<file path="config.mk">
export PLATFORM = sky130hd
export DESIGN_NAME = spi_cmd_seq
export DESIGN_NICKNAME = d
export VERILOG_FILES = /design/src/rtl/spi_cmd_seq.sv
export SDC_FILE = /design/constraint.sdc
export NUM_CORES = 1
export LEC_CHECK = 0
export ABC_AREA = 1
export BUFFER_PORTS_ARGS = -buffer_cell sky130_fd_sc_hd__buf_2
export CAP_MARGIN = 20
export CORE_AREA = 2 2 96 98
export CTS_CLUSTER_DIAMETER = 40
export DETAILED_ROUTE_END_ITERATION = 10
export DIE_AREA = 0 0 98 100
export PLACE_DENSITY = 0.76
export SLEW_MARGIN = 20
export SYNTH_ARGS = -nofsm -noshare
export SYNTH_HDL_FRONTEND = slang
export SYNTH_SLANG_ARGS = --single-unit
</file>
<file path="constraint.sdc">
create_clock -name clk -period 11.6 [get_ports clk]
set_clock_uncertainty 0.1 [all_clocks]
set_input_delay 1.16 -clock clk [delete_from_list [all_inputs] [get_ports clk]]
set_output_delay 1.16 -clock clk [all_outputs]
set_load 0.01 [all_outputs]
</file>
<file path="src/rtl/spi_cmd_seq.sv">
module spi_cmd_seq #(
  parameter int DEPTH   = 4,
  parameter int CMD_W   = 16,
  parameter int SEL_W   = 3,
  parameter int SEL_LSB = 12,
  parameter int FSZ_W   = 4,
  parameter int CNT_W   = 6,
  localparam int NSET   = 1 << SEL_W,
  localparam int PW     = $clog2(DEPTH),
  localparam int CTW    = $clog2(DEPTH + 1)
) (
  input  logic                    clk,
  input  logic                    rst_n,
  input  logic                    push_i,
  input  logic [CMD_W-1:0]        push_cmd_i,
  input  logic                    flush_i,
  input  logic                    ext_en_i,
  input  logic                    frame_i,
  input  logic [NSET*FSZ_W-1:0]   attr_size_i,
  input  logic [NSET-1:0]         attr_ext_i,
  input  logic [NSET*CNT_W-1:0]   attr_nfr_i,
  output logic                    cur_valid_o,
  output logic [CMD_W-1:0]        cur_cmd_o,
  output logic [FSZ_W:0]          cur_fsize_o,
  output logic                    busy_o,
  output logic [CTW-1:0]          cmd_cnt_o,
  output logic [PW-1:0]           next_ptr_o
);

  logic [CMD_W-1:0] mem [DEPTH];
  logic [PW-1:0]    rd_q;
  logic [CTW-1:0]   cnt_q;
  logic [CNT_W-1:0] fidx_q;

  logic [SEL_W-1:0] sel;
  logic [CNT_W-1:0] nfr_raw, nfr;
  logic             has, full, last, wr, pop, adv;
  logic [PW-1:0]    wr_idx;

  assign cur_cmd_o = mem[rd_q];
  assign sel       = cur_cmd_o[SEL_LSB +: SEL_W];
  assign nfr_raw   = attr_nfr_i[int'(sel)*CNT_W +: CNT_W];
  assign nfr       = (nfr_raw == '0) ? CNT_W'(1) : nfr_raw;

  assign has    = cnt_q != '0;
  assign full   = cnt_q == CTW'(DEPTH);
  assign last   = !ext_en_i || ({1'b0, fidx_q} + 1'b1 >= {1'b0, nfr});
  assign wr     = push_i && !full && !flush_i;
  assign pop    = frame_i && has && last && !flush_i;
  assign adv    = frame_i && has && !last && !flush_i;
  assign wr_idx = rd_q + cnt_q[PW-1:0];

  assign cur_valid_o = has;
  assign cur_fsize_o = {attr_ext_i[sel], attr_size_i[int'(sel)*FSZ_W +: FSZ_W]};
  assign busy_o      = has && !last;
  assign cmd_cnt_o   = cnt_q;
  assign next_ptr_o  = rd_q;

  always_ff @(posedge clk) begin
    if (wr) mem[wr_idx] <= push_cmd_i;
  end

  always_ff @(posedge clk or negedge rst_n) begin
    if (!rst_n) begin
      rd_q   <= '0;
      cnt_q  <= '0;
      fidx_q <= '0;
    end else if (flush_i) begin
      rd_q   <= '0;
      cnt_q  <= '0;
      fidx_q <= '0;
    end else begin
      cnt_q <= cnt_q + CTW'(wr) - CTW'(pop);
      if (pop) begin
        rd_q   <= rd_q + 1'b1;
        fidx_q <= '0;
      end else if (adv) begin
        fidx_q <= fidx_q + 1'b1;
      end
    end
  end

endmodule


</file>
==> results of run 1 <==
[where the power goes]
group	switching [mW]	internal, mW	leakage (nW)
registers	0.0118	0.319	0.732
clock network	0.0939	0.0767	0.0868
logic	0.212	0.120	1.54
[per-layer routing]
metal / vias to the layer above / global-route usage
met2: 160 / 0.365
met1: 1708 / 0.276
met3: 18 / 0.0446
met4: 0 / 0.0641
li1: 1847 / -
met5: - / 0
[flip-flops by register name, summed over array words and instances (netlist names)]
register / count
fidx_q: 6
mem: 64
next_ptr_o: 2
cmd_cnt_o: 3
[logic make-up after synthesis]
| logic type | Yosys count | synth area share |
|---|---|---|
| AO/OA/AOI/OAI | 78 | 0.103 |
| XOR/XNOR | 9 | 0.0185 |
| adder cells (fa/ha/maj) | 11 | 0.0341 |
| buffers and inverters | 67 | 0.0829 |
| flip-flops | 75 | 0.516 |
| AND/OR/NAND/NOR | 222 | 0.245 |
[final cells by class]
class | instances | area [um^2] | share of cell area
Clock buffer | 9 | 124 | 0.0242
Clock inverter | 7 | 43.8 | 0.00856
Sequential cell | 75 | 2200 | 0.429
Inverter | 40 | 158 | 0.0308
Multi-Input combinational cell | 320 | 1720 | 0.337
Tap cell | 111 | 139 | 0.0271
Timing Repair Buffer | 143 | 731 | 0.143
[synth_stat cells]
cell type and number:
buf_8 1, nand2_4 1, a31oi_1 1, o21bai_2 1, nand4_1 2, dfrtp_1 11, nor3_1 5, nor2_1 52
nand3_4 1, fa_1 1, o22ai_1 23, inv_1 36, a22o_1 1, clkbuf_1 7, o311ai_0 1, nand2_1 78
a21oi_1 1, buf_4 4, xnor2_1 2, nand3_1 51, o21ai_0 46, nand3b_1 18, buf_2 6, nand2_2 10
buf_6 8, inv_8 1, edfxtp_1 64, a21boi_0 1, buf_1 1, inv_2 3, xor2_1 7, ha_1 10
o21ai_1 3, and3_1 1, nand3_2 3
[worst max path at each step]
stage / startpoint / endpoint / slack, ps / cells after the start
floorplan: attr_nfr_i[35] / cmd_cnt_o[2]$_DFF_PN0_ / 7680 / 22
global placement: next_ptr_o[1]$_DFFE_PN0P_ / cmd_cnt_o[2]$_DFF_PN0_ / 6510 / 25
detailed placement: next_ptr_o[1]$_DFFE_PN0P_ / cmd_cnt_o[2]$_DFF_PN0_ / 6350 / 25
CTS: next_ptr_o[1]$_DFFE_PN0P_ / busy_o / 6070 / 18
global route: next_ptr_o[1]$_DFFE_PN0P_ / busy_o / 5620 / 18
finish: next_ptr_o[1]$_DFFE_PN0P_ / busy_o / 6020 / 18
[per-stage QoR]
| stage | hold slack [ps] | worst slack, ps | power, mW | instance area, um^2 |
|---|---|---|---|---|
| after floorplan | 371 | 7680 | 0.578 | 4250 |
| after global placement | 399 | 6510 | 0.655 | 4950 |
| after detailed placement | 409 | 6350 | 0.666 | 4950 |
| after CTS | 430 | 6070 | 0.836 | 5120 |
| after global routing | 459 | 5620 | 0.892 | 5120 |
| final | 430 | 6020 | 0.833 | 5120 |
[worst max-delay path, stage by stage (launching register included)]
cell and delay [ps]:
dfrtp_1 830, inv_1 480, nand3_4 360, nand2_4 300, inv_2 400, nand2_1 100, nand3_1 80, nand3_1 80
nand2_1 80, o21bai_2 100, ha_1 230, inv_1 60, a21boi_0 70, o21ai_0 150, nand2_1 70, nand3_1 70
nand3_1 160, a31oi_1 180, buf_2 150
==> results.sh, run 1 <==
export IMPL_hpwl_mm=7.22
export IMPL_grt_antenna_before_repair=0
export IMPL_path_class="register to primary output"
export IMPL_grt_pass1_vias=3616
export IMPL_fin_crit_sh=0.481
export IMPL_grt_pass1_wl_mm=16.8
export IMPL_setup_violations=0
export IMPL_cts_tree="built"
export IMPL_cp_data_arrival_time_ps=4320
export IMPL_clk_path_buf_depth=2
export IMPL_slew_headroom=0.509
export IMPL_mostFrequentLayoutCell="buf_2"
export IMPL_numCtsBuffers=9
export IMPL_path_clk_slew_ps=80
export IMPL_rr_endpoint="cmd_cnt_o[2]$_DFF_PN0_"
export IMPL_die_width_um=98
export IMPL_synth_net_count=583
export IMPL_ys_top_cells_by_area="edfxtp_1 (45%), nand2_1 (6.9%), dfrtp_1 (6.5%)"
export IMPL_dr_pass1_iters=5
export IMPL_grt_overflow_total=0
export IMPL_avgViaCountPerCell=5.30
export IMPL_cts_sinks=75
export IMPL_drv_cap=0
export IMPL_drc=0
export IMPL_tightestPinTransition_ps=736
export IMPL_critPathCaptureType="primary output"
export IMPL_clkLatencyLatePin_ps=340
export IMPL_drt_initial_drc_count=162
export IMPL_clock_fmax_mhz=179
export IMPL_status="completed"
export IMPL_cts_root_buf="clkbuf_8"
export IMPL_cts_resized=0
export IMPL_cp_start_kind="register"
export IMPL_fin_cells=705
export IMPL_crit_required_ps=10340
export IMPL_ys_ff_latch=75
export IMPL_core_area_um2=8890
export IMPL_drv_slew=0
export IMPL_wl_met2_mm=4.96
export IMPL_synth_distinct_cells=35
export IMPL_groute_usage_overall=0.213
export IMPL_numPortBuffers=137
export IMPL_r2r_setup_slack_ps=6260
export IMPL_fin_crit_ps=5580
export IMPL_yosysWarnings=0
export IMPL_path_max_fanout=46
export IMPL_io_pins=138
export IMPL_whs_endpoint="fidx_q[1]$_DFFE_PN0P_"
export IMPL_fill_cells=778
export IMPL_gp_congestion=0.956
export IMPL_synthCells=462
export IMPL_cts_setup_buffers=0
export IMPL_hold_class="register to register"
export IMPL_antenna_left=0
export IMPL_synth_top_cell_by_area="edfxtp_1"
export IMPL_n_antenna_cell=0
export IMPL_r2r_cells=25
export IMPL_wl_met1_mm=4.47
export IMPL_cts_hold_buf=0
export IMPL_most_common_layout_cells="buf_2 (137), nand2_1 (78), edfxtp_1 (64)"
export IMPL_min_from="fidx_q[1]$_DFFE_PN0P_"
export IMPL_routed_wl_mm=10.4
export IMPL_drive_gt1_frac=0.306
export IMPL_tns_ps=0
export IMPL_fp_dieArea_um2=9800
export IMPL_synth_yosys_seq_area_share=0.516
export IMPL_area_growth_pct=20.3
export IMPL_fp_row_count=35
export IMPL_netlist_area_um2=4250
export IMPL_dp_cells=689
export IMPL_peakVddDrop_mv=0.123
export IMPL_start_util=0.479
export IMPL_r2r_start="next_ptr_o[1]$_DFFE_PN0P_"
export IMPL_nNetsFinal=710
export IMPL_cellLeakagePower_nw=2.36
export IMPL_top_layer="met4"
export IMPL_wire_per_inst_um=14.8
export IMPL_syn_area_per_cell_um2=9.21
export IMPL_cts_htree_levels=3
export IMPL_rsz0062_at_grt="no"
export IMPL_cellPowerDensity_nw_per_um2=163
export IMPL_die_y_um=100
export IMPL_hold_depth=2
export IMPL_wl_met3_um=802
export IMPL_grt_start_max_net_pins=47
export IMPL_fin_util=0.576
export IMPL_hold_viol=0
export IMPL_synth_top_area_share=0.452
export IMPL_vias=3733
No activity file was read; power rests on OpenSTA's default activity.
==> inputs of run 2 (changes only) <==
- CORE_AREA: 2 2 96 98 -> 2 2 100 102
- DIE_AREA: 0 0 98 100 -> 0 0 102 104
- PLACE_DENSITY: 0.76 -> 0.74
- clock period: 11.6 -> 4.9 ns (I/O delays scaled with it)
==> results.sh, run 2 (synthesis gave the netlist of run 1 again) <==
export IMPL_die_width_um=102
export IMPL_tightestPinTransition_ps=311
export IMPL_vias=3750
export IMPL_cts_setup_buffers=0
export IMPL_fp_dieArea_um2=10600
export IMPL_grt_start_max_net_pins=47
export IMPL_clk_path_buf_depth=2
export IMPL_n_antenna_cell=0
export IMPL_io_pins=138
export IMPL_start_util=0.445
export IMPL_crit_required_ps=5030
export IMPL_cts_htree_levels=3
export IMPL_gp_congestion=0.899
export IMPL_design_area_um2=5230
export IMPL_grt_overflow_total=0
export IMPL_rsz0062_at_grt="no"
export IMPL_cp_data_arrival_time_ps=4440
export IMPL_dr_pass1_iters=4
export IMPL_antenna_left=0
export IMPL_hold_ws_ps=259
export IMPL_wl_met2_mm=4.90
export IMPL_core_area_um2=9550
export IMPL_grt_pass1_wl_mm=15.8
export IMPL_critPathCaptureType="register"
export IMPL_most_common_layout_cells="buf_2 (137), nand2_1 (78), edfxtp_1 (64)"
export IMPL_slew_headroom=0.790
export IMPL_largest_reg_flops=64
export IMPL_clock_fmax_mhz=232
export IMPL_area_growth_pct=22.9
export IMPL_fin_crit_sh=0.881
export IMPL_dpl_cell_area_um2=5000
export IMPL_path_class="register to register"
export IMPL_drive_gt1_frac=0.309
export IMPL_die_y_um=104
export IMPL_multiInputGateArea_um2=1750
export IMPL_path_clk_slew_ps=70
export IMPL_final_seq_area_um2=2200
export IMPL_hold_class="input port to register"
export IMPL_wl_met3_um=807
export IMPL_cellLeakagePower_nw=2.39
export IMPL_drt_initial_drc_count=162
export IMPL_fill_cells=865
export IMPL_fin_crit_ps=4320
export IMPL_cts_sinks=75
export IMPL_drc=0
export IMPL_cts_tree="built"
export IMPL_nNetsFinal=715
export IMPL_grt_pass1_vias=3511
export IMPL_avgViaCountPerCell=5.12
export IMPL_peakVddDrop_mv=0.246
export IMPL_setup_violations=0
export IMPL_clkLatencyLatePin_ps=340
export IMPL_path_max_fanout=32
export IMPL_mostFrequentLayoutCell="buf_2"
export IMPL_drv_slew=0
export IMPL_wire_per_inst_um=13.8
export IMPL_hold_viol=0
export IMPL_fp_row_count=36
export IMPL_drv_cap=0
export IMPL_r2r_start="next_ptr_o[0]$_DFFE_PN0P_"
export IMPL_cp_start_kind="register"
export IMPL_numPortBuffers=137
export IMPL_min_from="push_cmd_i[8]"
export IMPL_numCtsBuffers=9
export IMPL_hpwl_mm=7.00
export IMPL_routed_wl_mm=10.1
export IMPL_cp_startpoint="next_ptr_o[0]$_DFFE_PN0P_"
export IMPL_grt_antenna_before_repair=0
export IMPL_cellPowerDensity_nw_per_um2=384
export IMPL_status="completed"
export IMPL_cts_root_buf="clkbuf_8"
export IMPL_groute_usage_overall=0.188
export IMPL_top_layer="met4"
export IMPL_tns_ps=0
export IMPL_wl_met1_mm=4.24
export IMPL_top_register="mem"
==> run 2: stage by stage <==
step | power (mW) | utilization | cells | worst slack (ps)
final | 2.01 | 0.548 | 732 | 584
after global routing | 2.15 | 0.548 | 732 | 60.2
after CTS | 2.00 | 0.544 | 731 | 197
after detailed placement | 1.57 | 0.523 | 714 | 216
after global placement | 1.56 | 0.523 | 714 | 355
after floorplan | 1.37 | - | 462 | 1200
==> run 2: path summary, 6_finish.rpt <==
path,to,slack (ps),cells after the start
max in group asynchronous,next_ptr_o[0]$_DFFE_PN0P_,4040,2
min in group asynchronous,cmd_cnt_o[1]$_DFF_PN0_,440,2
hold / removal,mem[1][8]$_DFFE_PP_,260,1
hold reg to reg,fidx_q[1]$_DFFE_PN0P_,420,2
setup reg to reg,cmd_cnt_o[2]$_DFF_PN0_,580,25
setup / recovery,cmd_cnt_o[2]$_DFF_PN0_,580,25
==> run 2: cell type report <==
type / instances / share of cell area
clock buffers: 9 / 0.0237
inverters: 40 / 0.0316
well taps: 133 / 0.0318
clock inverters: 7 / 0.0112
multi-input cells: 321 / 0.335
repair buffers: 147 / 0.147
flip-flops and latches: 75 / 0.420
==> run 2: worst max-delay path: stages (launching register included) <==
cell      delay (ps)
dfrtp_2          480
buf_6            290
nand2_1           80
nand3_1          100
nand2_2          190
inv_2            270
nand3_1          140
nand2_2          100
nand2_1           60
o21bai_2         120
ha_1             230
inv_1             50
a21boi_0          60
o21ai_0          150
nand2_1           70
nand3_1           70
nand3_1          140
nand2_1          260
nor2_1            70
ha_1             290
inv_1             60
ha_1             130
inv_1             50
fa_1             380
o21ai_0          170
a21oi_1           60
==> run 2: layer usage <==
layer | GRT usage | up-vias
li1 | - | 1856
met1 | 0.230 | 1713
met2 | 0.320 | 168
met3 | 0.0491 | 13
met4 | 0.0581 | 0
met5 | 0 | -
==> run 2: what timing repair did <==
action	in CTS	in global routing
hold buffers	1	0
endpoints found under the setup margin	0	2
resized for setup	0	9
endpoints found under the hold margin	11	0
==> run 2: power breakdown <==
part           switching (mW)  internal [mW]  total [mW]
logic                   0.499          0.289       0.788
registers              0.0287          0.756       0.785
clock network           0.205          0.228       0.433
==> inputs of run 3 (changes only) <==
- ABC_AREA: 1 -> 0
- CORE_AREA: 2 2 100 102 -> 2 2 97 99
- DIE_AREA: 0 0 102 104 -> 0 0 99 101
- PLACE_DENSITY: 0.74 -> 0.73
==> results.sh, run 3 <==
export IMPL_antenna_left=0
export IMPL_die_y_um=101
export IMPL_pre_cts_ws_ps=259
export IMPL_min_from="push_cmd_i[11]"
export IMPL_grt_pass1_vias=2612
export IMPL_synth_distinct_cells=40
export IMPL_cts_root_buf="clkbuf_8"
export IMPL_whs_endpoint="mem[0][11]$_DFFE_PP_"
export IMPL_syn_area_per_cell_um2=16.6
export IMPL_top_register="mem"
export IMPL_cp_start_kind="register"
export IMPL_cellPowerDensity_nw_per_um2=367
export IMPL_fin_crit_sh=0.931
export IMPL_vias=2659
export IMPL_nNetsFinal=505
export IMPL_mostFrequentLayoutCell="buf_2"
export IMPL_r2r_setup_slack_ps=340
export IMPL_pwr_share_clk=0.254
export IMPL_synth_yosys_seq_area_share=0.562
export IMPL_r2r_start="next_ptr_o[0]$_DFFE_PN0P_"
export IMPL_grt_pass1_wl_mm=13.1
export IMPL_p_sw_frac=0.296
export IMPL_clock_fmax_mhz=219
export IMPL_start_util=0.436
export IMPL_numPortBuffers=137
export IMPL_seqPwrFrac=0.425
export IMPL_gp_congestion=0.931
export IMPL_final_seq_area_um2=2200
export IMPL_rr_endpoint="cmd_cnt_o[2]$_DFF_PN0_"
export IMPL_dr_pass1_iters=4
export IMPL_die_width_um=99
export IMPL_status="completed"
export IMPL_path_class="register to register"
export IMPL_grt_start_max_net_pins=25
export IMPL_fin_cells=500
export IMPL_total_power_mw=1.83
export IMPL_setup_violations=0
export IMPL_drv_cap=0
export IMPL_largest_reg_flops=64
export IMPL_async_flop_share=0.147
export IMPL_worst_slack_ps=340
export IMPL_design_area_um2=4970
export IMPL_synth_top_area_share=0.492
export IMPL_dpl_cell_area_um2=4750
export IMPL_area_growth_pct=27.1
export IMPL_routed_wl_mm=8.62
export IMPL_yosysWarnings=0
export IMPL_hold_depth=1
export IMPL_synthCells=235
export IMPL_fin_crit_ps=4560
export IMPL_slew_headroom=0.443
export IMPL_cp_data_arrival_time_ps=4690
export IMPL_hold_viol=0
export IMPL_most_common_layout_cells="buf_2 (137), edfxtp_1 (64), mux2i_1 (20)"
export IMPL_synth_top_cell_by_area="edfxtp_1"
export IMPL_netlist_area_um2=3910
export IMPL_p_sw_mw=0.541
export IMPL_cts_sinks=75
export IMPL_critPathCaptureType="register"
export IMPL_fill_cells=719
export IMPL_intPower_mw=1.28
export IMPL_dp_cells=483
export IMPL_synth_most_common_cell="edfxtp_1"
export IMPL_grt_antenna_before_repair=1
export IMPL_cts_tree="built"
export IMPL_crit_required_ps=5030
export IMPL_cellLeakagePower_nw=2.11
export IMPL_ys_ff_latch=75
export IMPL_drive_gt1_frac=0.496
export IMPL_numCtsBuffers=9
export IMPL_io_pins=138
export IMPL_wire_per_inst_um=17.2
export IMPL_tns_ps=0
export IMPL_power_frac_comb=0.321
export IMPL_clk_path_buf_depth=2
export IMPL_peakVddDrop_mv=0.258
export IMPL_r2r_cells=21
export IMPL_clkLatencyLatePin_ps=340
export IMPL_fp_dieArea_um2=10000
export IMPL_cts_htree_levels=3
export IMPL_groute_usage_overall=0.171
export IMPL_drv_slew=0
export IMPL_synth_common_cells="edfxtp_1 (64), mux2i_1 (20), mux4_2 (16), mux4_1 (13), nand2_1 (13)"
export IMPL_core_area_um2=8980
export IMPL_grt_overflow_total=0
export IMPL_n_antenna_cell=0
export IMPL_hpwl_mm=6.54
export IMPL_fp_row_count=35
export IMPL_tightestPinTransition_ps=832
export IMPL_synth_edf_count=64
export IMPL_multiInputGateArea_um2=1620
export IMPL_cp_startpoint="next_ptr_o[0]$_DFFE_PN0P_"
export IMPL_rsz0062_at_grt="no"
export IMPL_drc=0
export IMPL_drt_initial_drc_count=93
export IMPL_hold_class="input port to register"
export IMPL_synth_ff_type="edfxtp_1"
export IMPL_ys_top_cells_by_area="edfxtp_1 (49%), mux4_2 (9.2%), mux4_1 (8.7%)"
export IMPL_avgViaCountPerCell=5.32
export IMPL_path_clk_slew_ps=80
export IMPL_path_max_fanout=11
export IMPL_synth_net_count=356
## run 3: changes by cell type after synthesis, sizes merged, moves of 21 or more
cell / delta
mux2i: +21
nor2: -43
inv: -33
nand3: -50
o21ai: -47
o22ai: -23
mux4: +29
nand2: -76
## run 3: cells by family after synthesis
logic type / synth area share
AND/OR/NAND/NOR: 0.0496
buffers and inverters: 0.0282
flip-flops: 0.562
adder cells (fa/ha/maj): 0.0371
multiplexers: 0.257
XOR/XNOR: 0.0202
AO/OA/AOI/OAI: 0.0464
## run 3: critical path, cell delays in order, from the launching register on
cell      delay [ps]
dfrtp_2          430
mux4_2           570
buf_4            220
and2_1           210
a22oi_1          250
nand2_1          130
nand3_2           90
o21ai_1           60
ha_1             280
nand2b_1         150
a21o_1           170
a21o_1           170
a21o_1           180
a31oi_2          220
nor3_1            90
ha_1             310
inv_1             60
ha_1             130
inv_1             50
fa_1             380
xnor2_1          160
nor2_1            50
## run 3: power by group through the flow
stage	sequential, mW	clock, mW	combinational (mW)
after floorplan	0.787	0	0.400
after global placement	0.787	0	0.576
after detailed placement	0.791	0	0.588
after CTS	0.777	0.473	0.591
after global routing	0.782	0.505	0.640
final	0.776	0.464	0.586
## run 3: worst max-delay path by stage
stage                     slack [ps]                     end  cells after the start
after floorplan                  130  cmd_cnt_o[2]$_DFF_PN0_                     22
after global placement           420  cmd_cnt_o[2]$_DFF_PN0_                     21
after detailed placement         260  cmd_cnt_o[2]$_DFF_PN0_                     21
after CTS                        200  cmd_cnt_o[2]$_DFF_PN0_                     21
after global routing              40  cmd_cnt_o[2]$_DFF_PN0_                     21
final                            340  cmd_cnt_o[2]$_DFF_PN0_                     21
## run 3: layout make-up
cell class | count | area share
repair buffers | 150 | 0.158
inverters | 7 | 0.00529
clock buffers | 9 | 0.0249
flip-flops and latches | 75 | 0.442
multi-input cells | 141 | 0.326
well taps | 111 | 0.0279
clock inverters | 7 | 0.0156
## run 3: per-layer routing
| layer | share of wire | track usage |
|---|---|---|
| met3 | 0.079 | 0.0361 |
| met5 | 0 | 0 |
| met2 | 0.51 | 0.292 |
| met1 | 0.41 | 0.221 |
| met4 | 0.0052 | 0.0569 |
## run 3: what timing repair did
item                                    in CTS  in global routing
buffers inserted                             0                  0
endpoints found under the hold margin       11                  0
endpoints found under the setup margin       0                  3
resized for setup                            0                  3
hold buffers                                 1                  0
## run 3: through the flow
| step | hold slack (ps) | util |
|---|---|---|
| finish | 259 | 0.554 |
| global placement | 274 | 0.529 |
| CTS | 246 | 0.553 |
| detailed placement | 276 | 0.529 |
| global route | 245 | 0.554 |
| floorplan | 94.4 | - |
